## src/rtl/rtc_cal_pkg.sv

```systemverilog
package rtc_cal_pkg;
  localparam int FIELD_W    = 8;
  localparam int ADDR_W     = 4;
  localparam int NUM_FIELDS = 8;
  localparam int IDX_W      = $clog2(NUM_FIELDS);
  localparam int OSC_SEL_W  = 2;

  localparam logic [FIELD_W-1:0] HSEC_MAX   = 8'd99;
  localparam logic [FIELD_W-1:0] SEC_MAX    = 8'd59;
  localparam logic [FIELD_W-1:0] MIN_MAX    = 8'd59;
  localparam logic [FIELD_W-1:0] HOUR24_MAX = 8'd23;
  localparam logic [FIELD_W-1:0] MON_MAX    = 8'd12;
  localparam logic [FIELD_W-1:0] YEAR_MAX   = 8'd99;
  localparam logic [FIELD_W-1:0] WDAY_MAX   = 8'd6;
  localparam int PM_BIT = 7;

  typedef enum logic [ADDR_W-1:0] {
    OFS_HSEC = 4'd0, OFS_HOUR = 4'd1, OFS_MIN  = 4'd2, OFS_SEC = 4'd3,
    OFS_MON  = 4'd4, OFS_DAY  = 4'd5, OFS_YEAR = 4'd6, OFS_WDAY = 4'd7,
    OFS_CMD  = 4'd8
  } ofs_e;

  typedef struct packed {
    logic [FIELD_W-1:0] hsec;
    logic [FIELD_W-1:0] sec;
    logic [FIELD_W-1:0] min;
    logic [FIELD_W-1:0] hour;
    logic [FIELD_W-1:0] day;
    logic [FIELD_W-1:0] mon;
    logic [FIELD_W-1:0] year;
    logic [FIELD_W-1:0] wday;
  } cal_t;

  typedef struct packed {
    logic                 test;
    logic                 run;
    logic                 fmt24;
    logic [OSC_SEL_W-1:0] osc;
  } cmd_t;

  localparam cal_t CAL_RESET = '{hsec: 8'd0, sec: 8'd0, min: 8'd0, hour: 8'd0,
                                 day: 8'd1, mon: 8'd1, year: 8'd0, wday: 8'd0};
  localparam cmd_t CMD_RESET = '{test: 1'b0, run: 1'b0, fmt24: 1'b1, osc: '0};

  function automatic logic [FIELD_W-1:0] field_mask(logic [IDX_W-1:0] idx);
    case (idx)
      3'd0:    return 8'h7f;
      3'd1:    return 8'h9f;
      3'd2,
      3'd3:    return 8'h3f;
      3'd4:    return 8'h0f;
      3'd5:    return 8'h1f;
      3'd6:    return 8'h7f;
      default: return 8'h07;
    endcase
  endfunction

  function automatic logic [FIELD_W-1:0] get_field(cal_t t, logic [IDX_W-1:0] idx);
    case (idx)
      3'd0:    return t.hsec;
      3'd1:    return t.hour;
      3'd2:    return t.min;
      3'd3:    return t.sec;
      3'd4:    return t.mon;
      3'd5:    return t.day;
      3'd6:    return t.year;
      default: return t.wday;
    endcase
  endfunction

  function automatic logic [FIELD_W-1:0] days_in_month(logic [FIELD_W-1:0] mon,
                                                       logic [FIELD_W-1:0] year);
    case (mon)
      8'd4, 8'd6, 8'd9, 8'd11: return 8'd30;
      8'd2:                    return (year[1:0] == 2'd0) ? 8'd29 : 8'd28;
      default:                 return 8'd31;
    endcase
  endfunction
endpackage

```

## src/rtl/rtc_prescaler.sv

```systemverilog
module rtc_prescaler #(
  parameter int LOW_OSC_HZ    = 32768,
  parameter int HIGH_OSC_HZ   = 1048576,
  parameter int TICKS_PER_SEC = 100
) (
  input  logic                            clk_i,
  input  logic                            rst_ni,
  input  logic                            run_i,
  input  logic                            test_i,
  input  logic                            clr_i,
  input  logic [rtc_cal_pkg::OSC_SEL_W-1:0] osc_i,
  output logic                            tick_o
);
  localparam int NUM_OSC = 1 << rtc_cal_pkg::OSC_SEL_W;
  localparam int MAX_HZ  = HIGH_OSC_HZ << (NUM_OSC - 2);
  localparam int ACC_W   = $clog2(MAX_HZ) + 1;

  logic [ACC_W-1:0] mod_tbl [NUM_OSC];
  logic [ACC_W-1:0] acc_q, sum, modulus;
  logic             hit;

  for (genvar g = 0; g < NUM_OSC; g++) begin : g_mod
    if (g == 0) begin : g_low
      assign mod_tbl[g] = ACC_W'(LOW_OSC_HZ);
    end else begin : g_high
      assign mod_tbl[g] = ACC_W'(HIGH_OSC_HZ << (g - 1));
    end
  end

  assign modulus = mod_tbl[osc_i];
  assign sum     = acc_q + ACC_W'(TICKS_PER_SEC);
  assign hit     = sum >= modulus;
  assign tick_o  = run_i & (test_i | hit);

  // fractional accumulator: exact tick count per second for any modulus
  always_ff @(posedge clk_i or negedge rst_ni) begin
    if (!rst_ni)               acc_q <= '0;
    else if (clr_i)            acc_q <= '0;
    else if (run_i && !test_i) acc_q <= hit ? sum - modulus : sum;
  end
endmodule

```

## src/rtl/rtc_time_chain.sv

```systemverilog
module rtc_time_chain
  import rtc_cal_pkg::*;
(
  input  logic                 clk_i,
  input  logic                 rst_ni,
  input  logic                 tick_i,
  input  logic                 fmt24_i,
  input  logic                 ld_i,
  input  logic [IDX_W-1:0]     ld_idx_i,
  input  logic [FIELD_W-1:0]   ld_data_i,
  output cal_t                 cal_o
);
  cal_t               cal_q, cal_d;
  logic               day_carry;
  logic [4:0]         h12;
  logic [FIELD_W-1:0] ld_val;

  assign ld_val = ld_data_i & field_mask(ld_idx_i);
  assign h12    = cal_q.hour[4:0];

  always_comb begin
    cal_d     = cal_q;
    day_carry = 1'b0;
    if (ld_i) begin
      case (ld_idx_i)
        3'd0:    cal_d.hsec = ld_val;
        3'd1:    cal_d.hour = ld_val;
        3'd2:    cal_d.min  = ld_val;
        3'd3:    cal_d.sec  = ld_val;
        3'd4:    cal_d.mon  = ld_val;
        3'd5:    cal_d.day  = ld_val;
        3'd6:    cal_d.year = ld_val;
        default: cal_d.wday = ld_val;
      endcase
    end else if (tick_i) begin
      if (cal_q.hsec != HSEC_MAX) cal_d.hsec = cal_q.hsec + 8'd1;
      else begin
        cal_d.hsec = '0;
        if (cal_q.sec != SEC_MAX) cal_d.sec = cal_q.sec + 8'd1;
        else begin
          cal_d.sec = '0;
          if (cal_q.min != MIN_MAX) cal_d.min = cal_q.min + 8'd1;
          else begin
            cal_d.min = '0;
            if (fmt24_i) begin
              if (cal_q.hour == HOUR24_MAX) begin
                cal_d.hour = '0;
                day_carry  = 1'b1;
              end else cal_d.hour = cal_q.hour + 8'd1;
            end else begin
              // 12-hour: PM flag flips entering 12, day starts at 12 AM
              if (h12 == 5'd11) begin
                cal_d.hour = {~cal_q.hour[PM_BIT], 7'd12};
                day_carry  = cal_q.hour[PM_BIT];
              end else if (h12 == 5'd12) begin
                cal_d.hour = {cal_q.hour[PM_BIT], 7'd1};
              end else begin
                cal_d.hour = {cal_q.hour[PM_BIT], 2'b00, h12 + 5'd1};
              end
            end
          end
        end
      end
      if (day_carry) begin
        cal_d.wday = (cal_q.wday == WDAY_MAX) ? '0 : cal_q.wday + 8'd1;
        if (cal_q.day != days_in_month(cal_q.mon, cal_q.year)) cal_d.day = cal_q.day + 8'd1;
        else begin
          cal_d.day = 8'd1;
          if (cal_q.mon != MON_MAX) cal_d.mon = cal_q.mon + 8'd1;
          else begin
            cal_d.mon  = 8'd1;
            cal_d.year = (cal_q.year == YEAR_MAX) ? '0 : cal_q.year + 8'd1;
          end
        end
      end
    end
  end

  always_ff @(posedge clk_i or negedge rst_ni) begin
    if (!rst_ni) cal_q <= CAL_RESET;
    else         cal_q <= cal_d;
  end

  assign cal_o = cal_q;
endmodule

```

## src/rtl/rtc_read_latch.sv

```systemverilog
module rtc_read_latch
  import rtc_cal_pkg::*;
(
  input  logic                clk_i,
  input  logic                rst_ni,
  input  logic                rd_i,
  input  logic [ADDR_W-1:0]   addr_i,
  input  cal_t                cal_i,
  output cal_t                shadow_o,
  output logic [FIELD_W-1:0]  rdata_o
);
  cal_t               shadow_q;
  logic [FIELD_W-1:0] rdata_q;

  always_ff @(posedge clk_i or negedge rst_ni) begin
    if (!rst_ni) begin
      shadow_q <= CAL_RESET;
      rdata_q  <= '0;
    end else if (rd_i) begin
      if (addr_i == OFS_HSEC) begin
        shadow_q <= cal_i;
        rdata_q  <= cal_i.hsec;
      end else if (addr_i < ADDR_W'(NUM_FIELDS)) begin
        rdata_q  <= get_field(shadow_q, addr_i[IDX_W-1:0]);
      end else begin
        rdata_q  <= '0;
      end
    end
  end

  assign shadow_o = shadow_q;
  assign rdata_o  = rdata_q;
endmodule

```

## src/rtl/rtc_calendar_top.sv

```systemverilog
module rtc_calendar_top
  import rtc_cal_pkg::*;
#(
  parameter int LOW_OSC_HZ    = 32768,
  parameter int HIGH_OSC_HZ   = 1048576,
  parameter int TICKS_PER_SEC = 100
) (
  input  logic               clk_i,
  input  logic               rst_ni,
  input  logic               wr_en_i,
  input  logic               rd_en_i,
  input  logic [ADDR_W-1:0]  addr_i,
  input  logic [FIELD_W-1:0] wdata_i,
  output logic [FIELD_W-1:0] rdata_o
);
  cmd_t cmd_q;
  cal_t cal_q;
  cal_t shadow;
  logic tick, field_wr, ld, clr_phase;

  always_ff @(posedge clk_i or negedge rst_ni) begin
    if (!rst_ni) cmd_q <= CMD_RESET;
    else if (wr_en_i && addr_i == OFS_CMD)
      cmd_q <= '{test: wdata_i[5], run: wdata_i[3], fmt24: wdata_i[2], osc: wdata_i[1:0]};
  end

  assign field_wr  = wr_en_i && (addr_i < ADDR_W'(NUM_FIELDS));
  assign ld        = field_wr && !cmd_q.run;
  assign clr_phase = ld && (addr_i == OFS_HSEC);

  rtc_prescaler #(
    .LOW_OSC_HZ   (LOW_OSC_HZ),
    .HIGH_OSC_HZ  (HIGH_OSC_HZ),
    .TICKS_PER_SEC(TICKS_PER_SEC)
  ) i_prescaler (
    .clk_i (clk_i),
    .rst_ni(rst_ni),
    .run_i (cmd_q.run),
    .test_i(cmd_q.test),
    .clr_i (clr_phase),
    .osc_i (cmd_q.osc),
    .tick_o(tick)
  );

  rtc_time_chain i_chain (
    .clk_i    (clk_i),
    .rst_ni   (rst_ni),
    .tick_i   (tick),
    .fmt24_i  (cmd_q.fmt24),
    .ld_i     (ld),
    .ld_idx_i (addr_i[IDX_W-1:0]),
    .ld_data_i(wdata_i),
    .cal_o    (cal_q)
  );

  rtc_read_latch i_latch (
    .clk_i   (clk_i),
    .rst_ni  (rst_ni),
    .rd_i    (rd_en_i),
    .addr_i  (addr_i),
    .cal_i   (cal_q),
    .shadow_o(shadow),
    .rdata_o (rdata_o)
  );
endmodule

```

## config.mk

```make
export PLATFORM = sky130hd
export DESIGN_NAME = rtc_calendar_top
export DESIGN_NICKNAME = d
export VERILOG_FILES = /design/src/rtl/rtc_cal_pkg.sv /design/src/rtl/rtc_prescaler.sv /design/src/rtl/rtc_time_chain.sv /design/src/rtl/rtc_read_latch.sv /design/src/rtl/rtc_calendar_top.sv
export SDC_FILE = /design/constraint.sdc
export NUM_CORES = 1
export LEC_CHECK = 0
export ABC_CLOCK_PERIOD_IN_PS = 4100
export BUFFER_PORTS_ARGS = -buffer_cell sky130_fd_sc_hd__buf_4
export CORE_MARGIN = 4
export CORE_UTILIZATION = 46
export CTS_CLUSTER_DIAMETER = 100
export DETAILED_ROUTE_END_ITERATION = 16
export GPL_TIMING_DRIVEN = 0
export MAX_ROUTING_LAYER = met4
export SKIP_CTS_REPAIR_TIMING = 1
export SLEW_MARGIN = 10
export SYNTH_ARGS = -nofsm -noshare
export SYNTH_HDL_FRONTEND = slang
export SYNTH_HIERARCHICAL = 1
export SYNTH_SLANG_ARGS = --single-unit
```

## constraint.sdc

```tcl
create_clock -name clk_i -period 4.1 [get_ports clk_i]
set_input_delay 0.205 -clock clk_i [delete_from_list [all_inputs] [get_ports clk_i]]
set_output_delay 0.205 -clock clk_i [all_outputs]
set_load 0.005 [all_outputs]
```

==> results of run 1 <==
## final cells by class
class	instances	area [um^2]	share of cell area, %
inverters	35	131	1.17
flip-flops and latches	154	3870	34.5
well taps	270	338	3.01
plain buffers	60	375	3.34
multi-input cells	868	5360	47.8
repair buffers	67	548	4.88
clock inverters	14	173	1.54
clock buffers	18	429	3.82
## power groups by stage
stage / logic, mW / registers (mW) / clock network [mW]
floorplan: 1.34 / 2.17 / 0
global placement: 1.67 / 2.32 / 0
detailed placement: 1.70 / 2.33 / 0
CTS: 1.71 / 2.30 / 1.69
global route: 2.15 / 2.38 / 1.77
finish: 1.94 / 2.33 / 1.67
## through the flow
stage / instance area, um^2 / power [mW]
5_1_grt: 11200 / 6.30
6_report: 11200 / 5.94
3_5_place_dp: 10100 / 4.03
3_3_place_gp: 10000 / 4.00
2_1_floorplan: 9520 / 3.51
4_1_cts: 10700 / 5.71
## registers in the layout, summed over array words and instances (netlist names)
register           flops
i_latch/shadow_o      56
i_latch/rdata_o        8
cmd_q                  5
i_chain/cal_o         64
i_prescaler/acc_q     21
## layer usage
metal,vias up,share of wire [%]
met5,-,0
met4,0,3.2
met3,57,5.9
met2,271,46
met1,4300,45
li1,4134,-
## worst max-delay path by stage
stage	to	start	slack [ns]
floorplan	i_chain/cal_o[30]$_DFFE_PN0P_	i_prescaler/acc_q[2]$_DFFE_PN0P_	-0.11
detailed placement	i_chain/cal_o[30]$_DFFE_PN0P_	i_prescaler/acc_q[4]$_DFFE_PN0P_	-0.98
global placement	i_chain/cal_o[30]$_DFFE_PN0P_	i_prescaler/acc_q[4]$_DFFE_PN0P_	-0.96
CTS	i_chain/cal_o[30]$_DFFE_PN0P_	i_prescaler/acc_q[4]$_DFFE_PN0P_	-1.02
finish	i_chain/cal_o[30]$_DFFE_PN0P_	i_prescaler/acc_q[3]$_DFFE_PN0P_	-0.54
global route	i_chain/cal_o[30]$_DFFE_PN0P_	i_prescaler/acc_q[4]$_DFFE_PN0P_	-0.77
## worst reg2reg max path: stages, from the launching register on
cell       delay, ns
dfrtp_2         0.47
ha_4            0.21
a211oi_4        0.35
nor2_4          0.08
nand4_1         0.17
nor3_2          0.08
xor2_1          0.18
ha_1            0.35
nand3_2         0.10
a211oi_2        0.15
o211ai_1        0.15
a2111oi_4       0.33
nand4b_1        0.14
nand3b_1        0.15
buf_6           0.13
o21a_4          0.13
nor2b_4         0.16
nand2_2         0.13
o22a_4          0.37
or3_4           0.35
or3_1           0.34
o21ai_1         0.07
==> results_dict.tcl, run 1 <==
set metrics [dict create \
    wirelength_um 29400 \
    drc_errors 0 \
    dp_slack_ns -0.984 \
    vias 8762 \
    fp.dieW_um 152 \
    chipHeight_um 152 \
    r2r_setup_slack_ns -0.54 \
    hpwlAfterDp_um 20900 \
    crit_type "register to register" \
    wire_per_inst_um 19.8 \
    run_status "complete, but fails checks" \
    layout_common_cells "nand2_1 (239), dfrtp_1 (144), nor2_1 (80)" \
    insertedDiodeCount 0 \
    p_per_area_nw_per_um2 529 \
    initial_core_util_pct 46.9 \
    slew_viol_final 0 \
    max_cap_viol_count 0 \
    cts_tree "built" \
    cpPeakStageDelay_ns 0.47 \
    drt-initial-drc-count 665 \
    antenna_found_initial 0 \
    holdPathStages 2 \
    pwr-share-comb_pct 32.6 \
    holdPathEnd "cmd_q[4]$_DFFE_PN0P_" \
    hold_viol 0 \
    clock_latency_ns 0.44 \
    worst_slack_ns -0.539 \
    tightest_slew_ns 1.28 \
    fin_crit_ns 4.64 \
    fin_util_pct 55.5 \
    avgSynthCellArea_um2 8.47 \
    io_pins 24 \
    grt_most_used_layer "met2" \
    internal_power_mw 3.69 \
    power_switching_mw 2.25 \
    cts_num_sinks 154 \
    crit_family "simple AND/OR/NAND/NOR gates" \
    core_um2 20200 \
    arrival_ns 5.00 \
    setup_viol 60 \
    grt_pass1_vias 8002 \
    numCtsBuffers 17 \
    hold_ws_ns 0.0511 \
    setup-tns-final_ns -15.67 \
    syn_area_um2 9480 \
    critPathBufInv 1 \
    gp_congestion 0.921 \
    slowest_stage "dfrtp_2" \
    fmax_mhz 216 \
    reg2regPathDepth 21 \
    synth_nets 1156 \
    n_fill_cell 1805 \
    path_clk_slew_ns 0.07 \
    hold_start "wdata_i[5]" \
    met3_usage_pct 4.19 \
    slew_headroom_pct 13.9 \
    pwr-share-clk_pct 28.1 \
    postRouteAntennaNets 0 \
    worst-path-max-fanout 6 \
    cp-start-kind "register" \
    grtUsageMet2_pct 40.0 \
    violations "negative setup slack" \
    vdd_drop_max_mv 0.338 \
    fin_worst_skew_ns 0.0141 \
    rsz0062_at_grt "true" \
    r2r-end "i_chain/cal_o[30]$_DFFE_PN0P_" \
    use_met1_pct 36.1 \
    clockBufferDepth 2 \
    rr_startpoint "i_prescaler/acc_q[3]$_DFFE_PN0P_" \
    fin_cells 1486 \
    nets 1240 \
    ys_warn_count 6 \
    cp.depth 21 \
    syn_inst 1119 \
    cts-root-buf "clkbuf_16" \
    p_seq_share_pct 39.2 \
    crit_chain "ha_4 -> a211oi_4 -> nor2_4 -> nand4_1 -> nor3_2 -> xor2_1 -> ha_1 -> nand3_2 -> a211oi_2 -> o211ai_1 -> a2111oi_4 -> nand4b_1 -> nand3b_1 -> buf_6 -> o21a_4 -> nor2b_4 -> nand2_2 -> o22a_4 -> or3_4 -> or3_1 -> o21ai_1" \
    die_area_um2 23000 \
    cts_max_level 4 \
    crit_required_ns 4.46 \
    leakage_nw 4.87 \
    detail_route.first_pass.iterations 5 \
    mostFrequentLayoutCell "nand2_1" \
    dp.cells 1412 \
    drive_above_1_share_pct 18.7 \
    endpoint_kind "register" \
    p_sw_share_pct 38.0 \
    grt.total_usage_pct 26.3 \
    area_growth_pct 18.4 \
    grt_overflow 0 \
    grt_max_degree 80 \
    via_per_inst 5.90 \
    grt_first_pass_wirelength_um 45000 \
    hold_path.class "input pin to register" \
    io_buffers 22 \
    period_share_pct 113 \
    fp-row-count 52 \
]
(Power assumes the default switching activity.)
==> inputs of run 2 (changes only) <==
--- a/config.mk
+++ b/config.mk
@@ -5,13 +5,13 @@
 export SDC_FILE = /design/constraint.sdc
 export NUM_CORES = 1
 export LEC_CHECK = 0
+export ABC_AREA = 1
 export ABC_CLOCK_PERIOD_IN_PS = 4100
 export BUFFER_PORTS_ARGS = -buffer_cell sky130_fd_sc_hd__buf_4
 export CORE_MARGIN = 4
 export CORE_UTILIZATION = 46
 export CTS_CLUSTER_DIAMETER = 100
 export DETAILED_ROUTE_END_ITERATION = 16
-export GPL_TIMING_DRIVEN = 0
 export MAX_ROUTING_LAYER = met4
 export SKIP_CTS_REPAIR_TIMING = 1
 export SLEW_MARGIN = 10
==> run 2 against run 1 <==
Compared with the run above:
- synthesized area up 4.2%
- power up 9.8%
- worst setup slack better by 0.87 ns
- sequential power up 11%
- critical path depth up 2
- the flow now finishes without violations
- highest routed layer unchanged
- critical endpoint is now i_chain/cal_o[19]$_DFFE_PN0P_
- clock power down 12%
- maximum frequency up 23%
- non-clock buffer count down 94
- combinational power up 27%
- cell count up 12%
- synthesized cell count up 21%
==> results_dict.tcl, run 2 <==
set metrics [dict create \
    hold_path.class "input pin to register" \
    vias 8916 \
    path_clk_slew_ns 0.07 \
    fmax_mhz 265 \
    hpwlAfterDp_um 20800 \
    grt_first_pass_wirelength_um 45400 \
    crit_chain "ha_1 -> nand2_1 -> nand2_4 -> nand3_1 -> nor2_1 -> xnor2_1 -> inv_1 -> ha_1 -> nand2_1 -> inv_1 -> nand3_1 -> nor2_1 -> nor2_4 -> nand2_2 -> o21ai_0 -> inv_1 -> nand3_1 -> nor2_2 -> nand2_4 -> a21oi_4 -> nand2_4 -> nand2_1 -> nand2_1" \
    fin_crit_ns 3.77 \
    gp_congestion 0.966 \
    leakage_nw 5.37 \
    crit_type "register to register" \
    grt_max_degree 87 \
    nets 1413 \
    rsz0062_at_grt "false" \
    wire_per_inst_um 16.9 \
    cts_max_level 4 \
    max_cap_viol_count 0 \
    clock_latency_ns 0.43 \
    synth_nets 1394 \
    p_per_area_nw_per_um2 607 \
    syn_area_um2 9870 \
    die_area_um2 23900 \
    cts_num_sinks 154 \
    worst_slack_ns 0.332 \
    final_area_um2 10800 \
    setup_viol 0 \
    slowest_stage "dfrtp_1" \
    fin_worst_skew_ns 0.00869 \
    cts_tree "built" \
    via_per_inst 5.36 \
    antenna_found_initial 0 \
    postRouteAntennaNets 0 \
    numCtsBuffers 17 \
    mostFrequentLayoutCell "nand2_1" \
    dp_slack_ns 0.368 \
    crit_family "simple AND/OR/NAND/NOR gates" \
    ff_latch_area_um2 3860 \
    ys_warn_count 6 \
    endpoint_kind "register" \
    io_pins 24 \
    place_area_um2 10200 \
    wirelength_um 28200 \
    io_buffers 23 \
    avgSynthCellArea_um2 7.28 \
    chipHeight_um 155 \
    setup-tns-final_ns 0 \
    arrival_ns 4.08 \
    hold_viol 0 \
    n_fill_cell 2152 \
    slew_headroom_pct 19.5 \
    drc_errors 0 \
    largest_register_ffs 64 \
    vdd_drop_max_mv 0.356 \
    grt_overflow 0 \
    cts-root-buf "clkbuf_16" \
    tightest_slew_ns 1.20 \
    critPathBufInv 3 \
    grt_pass1_vias 8275 \
    cpPeakStageDelay_ns 0.43 \
    fp-row-count 53 \
    core_um2 21100 \
    cp-start-kind "register" \
    grt.total_usage_pct 24.6 \
    detail_route.first_pass.iterations 7 \
    cp_common_cell "nand2_1" \
    insertedDiodeCount 0 \
    period_share_pct 91.9 \
    drt-initial-drc-count 706 \
    run_status "finished, final reports clean" \
    area_growth_pct 8.88 \
    slew_viol_final 0 \
    clockBufferDepth 2 \
    fp.dieW_um 155 \
    layout_common_cells "nand2_1 (384), inv_1 (161), dfrtp_1 (149)" \
    multi_input_area_um2 5080 \
    initial_core_util_pct 46.8 \
    crit_required_ns 4.41 \
    power_mw 6.52 \
    drive_above_1_share_pct 12.2 \
    worst-path-max-fanout 9 \
    syn_inst 1357 \
]
run 2: path summary, 6_finish.rpt:
kind	endpoint	slack [ns]	startpoint	depth (start not counted)
setup reg to reg	i_chain/cal_o[19]$_DFFE_PN0P_	0.33	i_prescaler/acc_q[2]$_DFFE_PN0P_	23
hold / removal	cmd_q[2]$_DFFE_PN1P_	0.02	wdata_i[2]	3
min in group asynchronous	i_chain/cal_o[38]$_DFFE_PN0P_	0.40	rst_ni	2
setup / recovery	i_chain/cal_o[19]$_DFFE_PN0P_	0.33	i_prescaler/acc_q[2]$_DFFE_PN0P_	23
max in group asynchronous	i_latch/shadow_o[16]$_DFFE_PN1P_	2.62	rst_ni	3
hold reg to reg	i_latch/shadow_o[16]$_DFFE_PN1P_	0.48	i_latch/shadow_o[16]$_DFFE_PN1P_	2
run 2: worst register-to-register path, stage by stage (launching register included):
cell and delay, ns:
dfrtp_1 0.43, ha_1 0.22, nand2_1 0.13, nand2_4 0.15, nand3_1 0.11, nor2_1 0.21
xnor2_1 0.17, inv_1 0.07, ha_1 0.39, nand2_1 0.07, inv_1 0.08, nand3_1 0.08
nor2_1 0.18, nor2_4 0.07, nand2_2 0.07, o21ai_0 0.09, inv_1 0.12, nand3_1 0.13
nor2_2 0.20, nand2_4 0.12, a21oi_4 0.31, nand2_4 0.13, nand2_1 0.08, nand2_1 0.05
run 2: per-layer routing:
metal	up-vias	wire (um)	global-route usage (%)
met5	-	0	-
met4	0	482	6.18
met3	36	1410	3.58
met2	234	12600	37.2
met1	4221	13700	35.0
li1	4425	-	-
run 2: final cells by class:
class | instances | area share (%)
flip-flops and latches | 154 | 35.9
repair buffers | 33 | 2.48
clock buffers | 17 | 3.96
multi-input cells | 998 | 47.3
well taps | 275 | 3.20
inverters | 172 | 6.07
clock inverters | 15 | 1.09
run 2: power breakdown:
part | total [mW] | internal (mW) | switching (mW)
registers | 2.59 | 2.03 | 0.562
logic | 2.46 | 0.904 | 1.56
clock network | 1.47 | 0.784 | 0.685
run 2: metrics by stage:
step	std cells	utilization, %	hold slack, ns
2_1_floorplan	1357	-	-0.0906
3_3_place_gp	1631	48.4	0.339
3_5_place_dp	1631	48.4	0.332
4_1_cts	1663	50.9	-0.126
5_1_grt	1664	51.0	0.0214
6_report	1664	51.0	0.0246
==> inputs of run 3 (changes only) <==
--- a/config.mk
+++ b/config.mk
@@ -8,11 +8,13 @@
 export ABC_AREA = 1
 export ABC_CLOCK_PERIOD_IN_PS = 4100
 export BUFFER_PORTS_ARGS = -buffer_cell sky130_fd_sc_hd__buf_4
+export CAP_MARGIN = 20
 export CORE_MARGIN = 4
-export CORE_UTILIZATION = 46
+export CORE_UTILIZATION = 51
 export CTS_CLUSTER_DIAMETER = 100
 export DETAILED_ROUTE_END_ITERATION = 16
 export MAX_ROUTING_LAYER = met4
+export PLACE_DENSITY = 0.7
 export SKIP_CTS_REPAIR_TIMING = 1
 export SLEW_MARGIN = 10
 export SYNTH_ARGS = -nofsm -noshare
==> run 3 against run 2 <==
Compared with the run above:
- die area decreased by 9.3%
- sequential share of layout area hardly changed
- global-route usage up 1.5 points
- utilization grew 5.9 points
- cell count decreased by 0.90%
- clock power increased by 4%
- worst hold slack gained 0.010 ns
- count of clock-buffer cells in the layout grew 1
- worst setup slack improved by 0.020 ns
- cell area hardly changed
- critical endpoint is now i_chain/cal_o[11]$_DFFE_PN0P_
- largest power group unchanged
==> results_dict.tcl, run 3 (synthesized netlist as in run 2, its figures left out) <==
set metrics [dict create \
    run_status "finished, final reports clean" \
    n_fill_cell 1845 \
    power_mw 6.53 \
    detail_route.first_pass.iterations 6 \
    hpwlAfterDp_um 19300 \
    use_met1_pct 35.4 \
    grt_first_pass_wirelength_um 44100 \
    mostFrequentLayoutCell "nand2_1" \
    largest_register_ffs 64 \
    pwr-share-clk_pct 23.5 \
    clock_latency_ns 0.43 \
    insertedDiodeCount 0 \
    path_clk_slew_ns 0.06 \
    grt_overflow 0 \
    final_area_um2 10800 \
    area_growth_pct 8.92 \
    place_area_um2 10200 \
    drive_above_1_share_pct 12.2 \
    ff_latch_area_um2 3860 \
    drt-initial-drc-count 636 \
    gp_congestion 0.929 \
    wirelength_um 26900 \
    reg2regPathDepth 23 \
    r2r_setup_slack_ns 0.35 \
    hold_path.class "input pin to register" \
    cts_max_level 4 \
    multi_input_area_um2 5080 \
    grtUsageMet2_pct 40.4 \
    p_seq_share_pct 39.7 \
    cts_num_sinks 154 \
    internal_power_mw 3.78 \
    wire_per_inst_um 16.3 \
    period_share_pct 91.4 \
    antenna_found_initial 0 \
    met3_usage_pct 3.61 \
    fin_crit_ns 3.75 \
    chipHeight_um 147 \
    cts-root-buf "clkbuf_16" \
    postRouteAntennaNets 0 \
    cp-start-kind "register" \
    arrival_ns 4.06 \
    cts_tree "built" \
    worst-path-max-fanout 9 \
    numCtsBuffers 17 \
    crit_required_ns 4.41 \
    slew_viol_final 0 \
    slowest_stage "dfrtp_1" \
    hold_ws_ns 0.0350 \
    rsz0062_at_grt "false" \
    layout_common_cells "nand2_1 (384), inv_1 (161), dfrtp_1 (149)" \
    fp.dieW_um 147 \
    fmax_mhz 267 \
    crit_chain "ha_1 -> nand2_1 -> nand2_4 -> nand3_1 -> nor2_1 -> xnor2_1 -> inv_1 -> ha_1 -> nand2_1 -> inv_1 -> nand3_1 -> nor2_1 -> nor2_4 -> nand2_2 -> o21ai_0 -> inv_1 -> nand3_1 -> nor2_2 -> nand2_4 -> a21oi_4 -> nand2_4 -> nand2_1 -> nand2_1" \
    rr_startpoint "i_prescaler/acc_q[2]$_DFFE_PN0P_" \
    grt_pass1_vias 8523 \
    clockBufferDepth 2 \
    vdd_drop_max_mv 0.352 \
    endpoint_kind "register" \
    die_area_um2 21700 \
    slew_headroom_pct 49.3 \
    cpPeakStageDelay_ns 0.44 \
    p_per_area_nw_per_um2 607 \
    fin_worst_skew_ns 0.0135 \
    hold_start "wdata_i[2]" \
    hold_viol 0 \
    grt.total_usage_pct 26.1 \
    nets 1413 \
    max_cap_viol_count 0 \
    p_sw_share_pct 42.1 \
    holdPathStages 3 \
    tightest_slew_ns 0.760 \
    setup-tns-final_ns 0 \
    r2r-end "i_chain/cal_o[11]$_DFFE_PN0P_" \
    io_buffers 23 \
    drc_errors 0 \
    initial_core_util_pct 52.3 \
    pwr-share-comb_pct 36.9 \
    via_per_inst 5.48 \
    leakage_nw 5.38 \
    core_um2 18900 \
    cp_common_cell "nand2_1" \
    grt_max_degree 78 \
    power_switching_mw 2.75 \
    io_pins 24 \
    fp-row-count 50 \
    vias 9036 \
    crit_type "register to register" \
    holdPathEnd "cmd_q[2]$_DFFE_PN1P_" \
    grt_most_used_layer "met2" \
    setup_viol 0 \
]
run 3: worst max-delay path by stage:
stage,from,endpoint,slack [ns],cells past startpoint
2_1_floorplan,i_prescaler/acc_q[2]$_DFFE_PN0P_,i_chain/cal_o[15]$_DFFE_PN0P_,0.79,24
3_3_place_gp,i_prescaler/acc_q[2]$_DFFE_PN0P_,i_chain/cal_o[7]$_DFFE_PN0P_,0.53,23
3_5_place_dp,i_prescaler/acc_q[2]$_DFFE_PN0P_,i_chain/cal_o[9]$_DFFE_PN0P_,0.40,23
4_1_cts,i_prescaler/acc_q[2]$_DFFE_PN0P_,i_chain/cal_o[11]$_DFFE_PN0P_,0.37,23
5_1_grt,i_prescaler/acc_q[3]$_DFFE_PN0P_,i_chain/cal_o[3]$_DFFE_PN0P_,0.02,23
6_report,i_prescaler/acc_q[2]$_DFFE_PN0P_,i_chain/cal_o[11]$_DFFE_PN0P_,0.35,23
run 3: stage by stage:
stage	util, %	worst slack, ns	instances
after floorplan	-	0.791	1357
after global placement	53.9	0.531	1616
after detailed placement	53.9	0.398	1616
after CTS	56.9	0.373	1648
after global routing	56.9	0.0177	1649
final	56.9	0.352	1649
run 3: area by class of cell:
class,instances,area share (%)
Clock buffer,18,3.99
Clock inverter,14,1.27
Inverter,172,6.07
Multi-Input combinational cell,998,47.3
Sequential cell,154,35.9
Tap cell,260,3.02
Timing Repair Buffer,33,2.48
run 3: per-layer routing:
metal | vias up | routed length (um)
li1 | 4434 | -
met1 | 4248 | 12100
met2 | 290 | 12300
met3 | 64 | 1630
met4 | 0 | 881
met5 | - | 0
run 3: critical path, delay by kind of cell, from the launching register on:
| family | cells | cell delay (ns) |
|---|---|---|
| and+or+nand+nor | 15 | 1.74 |
| adders and majority gates | 2 | 0.62 |
| DFF | 1 | 0.44 |
| AOI/OAI and AO/OA | 2 | 0.40 |
| buffers and inverters | 3 | 0.27 |
| xor gates and xnor gates | 1 | 0.16 |
run 3: power by group through the flow:
| stage | Combinational [mW] | Clock, mW | Sequential, mW |
|---|---|---|---|
| after floorplan | 1.91 | 0 | 2.43 |
| after global placement | 2.34 | 0 | 2.59 |
| after detailed placement | 2.38 | 0 | 2.60 |
| after CTS | 2.40 | 1.55 | 2.58 |
| after global routing | 2.77 | 1.63 | 2.67 |
| final | 2.41 | 1.53 | 2.59 |
